$ cat config.mk
export PLATFORM = sky130hd
export DESIGN_NAME = pswallow_div
export DESIGN_NICKNAME = d
export VERILOG_FILES = /design/src/rtl/pswallow_pkg.sv /design/src/rtl/ratio_shadow.sv /design/src/rtl/dm_prescaler.sv /design/src/rtl/swallow_ctrl.sv /design/src/rtl/ref_div.sv /design/src/rtl/pswallow_div.sv
export SDC_FILE = /design/constraint.sdc
export NUM_CORES = 1
export LEC_CHECK = 0
export ABC_CLOCK_PERIOD_IN_PS = 4100
export BUFFER_PORTS_ARGS = -buffer_cell sky130_fd_sc_hd__buf_2
export CAP_MARGIN = 10
export CORE_AREA = 2 2 103 105
export CTS_CLUSTER_SIZE = 20
export DETAILED_ROUTE_END_ITERATION = 10
export DIE_AREA = 0 0 105 107
export SLEW_MARGIN = 20
export SYNTH_ARGS = -nofsm -noshare
export SYNTH_HDL_FRONTEND = slang
export SYNTH_HIERARCHICAL = 1
export SYNTH_SLANG_ARGS = --single-unit
export TNS_END_PERCENT = 1
$ cat constraint.sdc
create_clock -name clk -period 4.1 [get_ports clk]
set_input_delay 0.41 -clock clk [delete_from_list [all_inputs] [get_ports clk]]
set_output_delay 0.41 -clock clk [all_outputs]
set_load 0.1 [all_outputs]
$ cat src/rtl/pswallow_pkg.sv
package pswallow_pkg;

    localparam int CW = 6;
    localparam int MIN_PROG = 3;
    localparam int MIN_REF = 3;

    typedef logic [CW-1:0] cnt_t;

    typedef enum logic {
        MOD_LO = 1'b0,
        MOD_HI = 1'b1
    } pmode_t;

    typedef struct packed {
        cnt_t swal;
        cnt_t prog;
    } nratio_t;

    localparam nratio_t N_RESET = '{swal: cnt_t'(0), prog: cnt_t'(MIN_PROG)};
    localparam cnt_t R_RESET = cnt_t'(MIN_REF);

    function automatic logic nratio_ok(input nratio_t v);
        return (v.prog >= v.swal) && (v.prog >= cnt_t'(MIN_PROG));
    endfunction

    function automatic logic rratio_ok(input cnt_t v);
        return v >= cnt_t'(MIN_REF);
    endfunction

endpackage

$ cat src/rtl/ratio_shadow.sv
module ratio_shadow
    import pswallow_pkg::*;
(
    input  logic    clk,
    input  logic    rst,
    input  logic    n_we,
    input  nratio_t n_in,
    input  logic    r_we,
    input  cnt_t    r_in,
    output nratio_t pend_n,
    output cnt_t    pend_r,
    output logic    err
);
    logic err_n, err_r;

    always_ff @(posedge clk) begin
        if (rst) begin
            pend_n <= N_RESET;
            pend_r <= R_RESET;
            err_n  <= 1'b0;
            err_r  <= 1'b0;
        end else begin
            err_n <= n_we && !nratio_ok(n_in);
            err_r <= r_we && !rratio_ok(r_in);
            if (n_we && nratio_ok(n_in)) pend_n <= n_in;
            if (r_we && rratio_ok(r_in)) pend_r <= r_in;
        end
    end

    assign err = err_n | err_r;

    // shadow always holds a legal feedback ratio
    assert_pend_n_legal_R8: assert property (@(posedge clk) disable iff (rst)
        nratio_ok(pend_n));
    // shadow always holds a legal reference ratio
    assert_pend_r_legal_R9: assert property (@(posedge clk) disable iff (rst)
        rratio_ok(pend_r));
    // refused feedback write kept the old ratio
    assert_bad_n_kept_R8: assert property (@(posedge clk) disable iff (rst)
        err_n |-> $stable(pend_n));
    // refused reference write kept the old ratio
    assert_bad_r_kept_R9: assert property (@(posedge clk) disable iff (rst)
        err_r |-> $stable(pend_r));
endmodule

$ cat src/rtl/dm_prescaler.sv
module dm_prescaler #(
    parameter int P_LO = 32,
    parameter int P_HI = 64
) (
    input  logic clk,
    input  logic rst,
    input  logic hi_mod,
    input  logic swallow,
    output logic tc
);
    localparam int PW = $clog2(P_HI + 2);
    localparam logic [PW-1:0] LO_V = PW'(P_LO);
    localparam logic [PW-1:0] HI_V = PW'(P_HI);

    logic [PW-1:0] phase;
    logic [PW-1:0] base;
    logic [PW-1:0] limit;

    // modulus P+1 while swallowing, else P; phase runs 0..modulus-1
    always_comb begin
        base  = hi_mod ? HI_V : LO_V;
        limit = swallow ? base : base - PW'(1);
    end

    assign tc = (phase == limit);

    always_ff @(posedge clk) begin
        if (rst)     phase <= '0;
        else if (tc) phase <= '0;
        else         phase <= phase + PW'(1);
    end

    // phase never runs past the largest modulus
    assert_phase_bound_R3: assert property (@(posedge clk) disable iff (rst)
        phase <= HI_V);
    // prescaler restarts after each terminal count
    assert_phase_restart_R2: assert property (@(posedge clk) disable iff (rst)
        tc |=> (phase == '0));
endmodule

$ cat src/rtl/swallow_ctrl.sv
module swallow_ctrl
    import pswallow_pkg::*;
(
    input  logic    clk,
    input  logic    rst,
    input  logic    tc,
    input  pmode_t  mode_in,
    input  nratio_t pend_n,
    output logic    swallow,
    output logic    hi_mod,
    output logic    fb_pulse
);
    cnt_t   a_rem;
    cnt_t   b_rem;
    pmode_t mode_act;
    logic   last;

    assign swallow = (a_rem != '0);
    assign hi_mod  = (mode_act == MOD_HI);
    assign last    = (b_rem == cnt_t'(1));

    always_ff @(posedge clk) begin
        if (rst) begin
            a_rem    <= N_RESET.swal;
            b_rem    <= N_RESET.prog;
            mode_act <= MOD_LO;
            fb_pulse <= 1'b0;
        end else begin
            fb_pulse <= 1'b0;
            if (tc) begin
                if (last) begin
                    a_rem    <= pend_n.swal;
                    b_rem    <= pend_n.prog;
                    mode_act <= mode_in;
                    fb_pulse <= 1'b1;
                end else begin
                    b_rem <= b_rem - cnt_t'(1);
                    if (swallow) a_rem <= a_rem - cnt_t'(1);
                end
            end
        end
    end

    // remaining program count never empties
    assert_prog_nonzero_R2: assert property (@(posedge clk) disable iff (rst)
        b_rem != '0);
    // swallowed cycles never outnumber remaining cycles
    assert_swal_le_prog_R4: assert property (@(posedge clk) disable iff (rst)
        a_rem <= b_rem);
    // feedback pulse is one clock wide
    assert_fb_single_R5: assert property (@(posedge clk) disable iff (rst)
        fb_pulse |=> !fb_pulse);
    // mode only moves at a reload boundary
    assert_mode_at_boundary_R7: assert property (@(posedge clk) disable iff (rst)
        !fb_pulse |-> $stable(mode_act));
endmodule

$ cat src/rtl/ref_div.sv
module ref_div
    import pswallow_pkg::*;
(
    input  logic clk,
    input  logic rst,
    input  logic tick,
    input  cnt_t pend_r,
    output logic ref_pulse
);
    cnt_t r_cnt;
    cnt_t r_act;
    logic wrap;

    assign wrap = tick && (r_cnt == r_act - cnt_t'(1));

    always_ff @(posedge clk) begin
        if (rst) begin
            r_cnt     <= '0;
            r_act     <= R_RESET;
            ref_pulse <= 1'b0;
        end else begin
            ref_pulse <= wrap;
            if (wrap) begin
                r_cnt <= '0;
                r_act <= pend_r;
            end else if (tick) begin
                r_cnt <= r_cnt + cnt_t'(1);
            end
        end
    end

    // count stays inside the active ratio
    assert_rcnt_bound_R6: assert property (@(posedge clk) disable iff (rst)
        r_cnt < r_act);
    // count frozen without an oscillator strobe
    assert_no_tick_hold_R6: assert property (@(posedge clk) disable iff (rst)
        !tick |=> $stable(r_cnt));
    // reference pulse is one clock wide
    assert_ref_single_R10: assert property (@(posedge clk) disable iff (rst)
        ref_pulse |=> !ref_pulse);
endmodule

$ cat src/rtl/pswallow_div.sv
module pswallow_div
    import pswallow_pkg::*;
#(
    parameter int P_LO = 32,
    parameter int P_HI = 64
) (
    input  logic       clk,
    input  logic       rst,
    input  logic       mode_sel,
    input  logic       n_load,
    input  logic [5:0] swallow_in,
    input  logic [5:0] program_in,
    input  logic       r_load,
    input  logic [5:0] ref_in,
    input  logic       osc_tick,
    output logic       fb_pulse,
    output logic       ref_pulse,
    output logic       cfg_err
);
    nratio_t n_wr, pend_n;
    cnt_t    pend_r;
    logic    tc, swallow, hi_mod;
    pmode_t  mode_in;

    assign n_wr    = '{swal: swallow_in, prog: program_in};
    assign mode_in = mode_sel ? MOD_HI : MOD_LO;

    ratio_shadow u_shadow (
        .clk(clk), .rst(rst),
        .n_we(n_load), .n_in(n_wr),
        .r_we(r_load), .r_in(ref_in),
        .pend_n(pend_n), .pend_r(pend_r), .err(cfg_err)
    );

    dm_prescaler #(.P_LO(P_LO), .P_HI(P_HI)) u_pre (
        .clk(clk), .rst(rst),
        .hi_mod(hi_mod), .swallow(swallow), .tc(tc)
    );

    swallow_ctrl u_ctrl (
        .clk(clk), .rst(rst), .tc(tc),
        .mode_in(mode_in), .pend_n(pend_n),
        .swallow(swallow), .hi_mod(hi_mod), .fb_pulse(fb_pulse)
    );

    ref_div u_ref (
        .clk(clk), .rst(rst), .tick(osc_tick),
        .pend_r(pend_r), .ref_pulse(ref_pulse)
    );

    // refused writes report in the clock after the strobe
    assert_err_after_write_R8: assert property (@(posedge clk) disable iff (rst)
        cfg_err |-> ($past(n_load) || $past(r_load)));
endmodule

==> flow_metrics.tcl <==
set metrics [dict create \
    cts_max_level 2 \
    fin_tns_setup_ps 0 \
    synthesis.nets 366 \
    first_pass_iters 4 \
    antenna_found_initial 0 \
    critPathKind "flop to flop" \
    die_area_um2 11200 \
    place_congestion 0.842 \
    start_util_pct 29.6 \
    p_sw_share_pct 26.6 \
    cp.arrival_ps 3730 \
    timing.max_cap.violations 0 \
    clock_skew_ps 3.97 \
    ant_nets 0 \
    cts_inserted_buffers 5 \
    portBuffers 26 \
    drive_gt1_share_pct 14.8 \
    endpoint "u_ctrl/a_rem[0]" \
    reg2reg_slack_ps 550 \
    pwr-share-clk_pct 31.4 \
    syn_inst 328 \
    cts.repair.resized 0 \
    fin_cells 481 \
    timing.rr.end "u_ctrl/a_rem[0]" \
    die_h_um 107 \
    final_area_um2 3270 \
    power.internal_w 0.000716 \
    worst_path_max_delay_cell "or4_1" \
    grt_remaining_overflow 0 \
    via_per_inst 4.75 \
    coreArea_um2 10100 \
    cellPowerDensity_nw_per_um2 298 \
    area_growth_pct 9.30 \
    num_rows 37 \
    dp_cells 473 \
    synth-seq-cells 54 \
    rsz0062_at_grt "no" \
    first_global_vias 2165 \
    fin_nets 382 \
    dp_hpwl_um 4180 \
    synth.yosys.warnings 6 \
    post_cts_buffers 0 \
    antennaDiodeCount 0 \
    yosysTopAreaCell "dfxtp_1" \
    clock_latency_ps 310 \
    status "complete, no violations" \
    num-fill-cells 1090 \
    synth_cell_type_count 56 \
    clock-sinks 54 \
    synth_edf_count 0 \
    synth_area_per_cell_um2 9.11 \
    path_cells "inv_1, ha_1, nand2b_1, or4_1, ha_1, xor2_1, nor3_2, and2_1, inv_1, nor3_4, or3_1, a31oi_1" \
    cp-startpoint "u_ctrl/a_rem[0]" \
    netlist_area_um2 2990 \
    holdWs_ps 329 \
    worstHoldPathType "primary input to flop" \
    crit_fanout 11 \
    slew_violations 0 \
    layout_common_cells "54 x dfxtp_1, 31 x nand2b_1, 25 x buf_2" \
    totalWireLength_um 5830 \
    post-route-drc-count 0 \
    die_w_um 105 \
    cts_tree "built" \
    r2r-start "u_ctrl/a_rem[0]" \
    max_stage_delay_ps 490 \
    hold_viol_final 0 \
    max_freq_ghz 0.282 \
    max_slew.worst_pin.slew_ps 869 \
    finalCriticalPeriod_ps 3550 \
    cts_buffer_depth 2 \
    power.net_switching_w 0.000259 \
    period_share_pct 86.6 \
    hold_buffers 0 \
    peakVddDrop_uv 133 \
    boundaryPins 27 \
    grt_pass1_wl_um 9970 \
    async_flop_share_pct 0 \
    p_leak_nw 1.23 \
    placed_area_um2 3170 \
    setup_violations 0 \
    synthTopCellsByArea "dfxtp_1 36%, nand2b_1 6.5%, mux2i_1 6.4%, ha_1 5.9%, xnor2_1 3.5%" \
    yosysTopAreaCellShare_pct 36.2 \
    drt-initial-drc-count 140 \
    vias 2287 \
    track_usage_pct 10.7 \
    wire_per_inst_um 12.1 \
    seq_area_frac_synth_pct 36.2 \
    ys.flop_type "dfxtp_1" \
    cts_root_buf "clkbuf_8" \
    critical_path_required_ps 4270 \
    startpoint_type "flop" \
    grt_max_degree 71 \
    slew_headroom_pct 41.6 \
    combPwrFrac_pct 11.3 \
    mostFrequentLayoutCell "dfxtp_1" \
    cp-end-kind "flop" \
    r2r_cells 12 \
    seqPwrFrac_pct 57.3 \
    clkTransAtPathRegs_ps 100 \
]
critical path: cells and delay by family, from the launching register on:
kind,cells,cell delay [ps]
buffers and inverters,2,370
AOI/OAI and AO/OA,1,60
and+or+nand+nor,6,2000
xor gates and xnor gates,1,150
DFF,1,340
adders and majority gates,2,500
registers in the layout, summed over array words and instances, names as in the netlist:
| name | count |
|---|---|
| u_shadow/pend_n | 12 |
| u_ctrl/b_rem | 6 |
| u_shadow/err_n | 1 |
| u_shadow/pend_r | 6 |
| u_ctrl/a_rem | 6 |
| u_ref/r_cnt | 6 |
| u_pre/phase | 7 |
| u_ref/ref_pulse | 1 |
| u_shadow/err_r | 1 |
| u_ctrl/hi_mod | 1 |
| u_ref/r_act | 6 |
| u_ctrl/fb_pulse | 1 |
cells in the mapped netlist (all sizes together), types with 5 or more instances:
master	number
dfxtp	54
nand2b	32
nand2	24
nor2	21
mux2i	19
a21oi	16
inv	16
ha	14
nor3	14
nand3	13
xnor2	12
buf	10
xor2	8
clkbuf	7
nor4	6
or3	6
a31oi	5
metrics by stage:
step	setup WS [ps]	utilization, %	power [W]
3_5_place_dp	552	31.4	0.000681
4_1_cts	527	32.3	0.000991
3_3_place_gp	673	31.4	0.000679
2_1_floorplan	976	-	0.000657
5_1_grt	241	32.4	0.00102
6_report	548	32.4	0.000974
worst min-delay path by stage:
stage	from	to	slack [ps]	cells after the start
after global routing	mode_sel	u_ctrl/hi_mod	340	3
after floorplan	u_shadow/pend_r[2]	u_shadow/pend_r[2]	440	2
after CTS	mode_sel	u_ctrl/hi_mod	320	3
final	mode_sel	u_ctrl/hi_mod	330	3
after detailed placement	u_shadow/pend_r[2]	u_shadow/pend_r[2]	450	2
after global placement	u_shadow/pend_r[2]	u_shadow/pend_r[2]	440	2
cell families after synthesis:
family,after synthesis,share of synthesized area [%]
buffers and inverters,33,5.99
adders and majority gates,14,5.86
xor gates and xnor gates,20,5.86
DFF,54,36.2
and+or+nand+nor,138,27.3
muxes,19,6.37
AOI/OAI and AO/OA,50,12.4
metal layers:
| layer | global-route usage, % | part of all wire [%] |
|---|---|---|
| met2 | 17.1 | 46 |
| met4 | 3.62 | 0.94 |
| met5 | 0 | 0 |
| met1 | 14.1 | 50 |
| met3 | 2.49 | 2.5 |
power by group through the flow:
stage	Combinational [W]	Clock, W	Sequential, W
final	0.000110	0.000306	0.000558
after global routing	0.000123	0.000340	0.000562
after CTS	0.000111	0.000321	0.000558
after detailed placement	0.000111	0	0.000570
after global placement	0.000109	0	0.000570
after floorplan	0.0000888	0	0.000568
area by class of cell:
cell class	count	area (um2)	area share, %
tap	136	170	5.21
multi-input combinational	241	1730	52.9
inverter	16	60.1	1.84
timing repair buffer	26	133	4.06
sequential	54	1080	33.1
clock inverter	3	25.0	0.766
clock buffer	5	68.8	2.11
No activity file was read; power rests on OpenSTA's default activity.
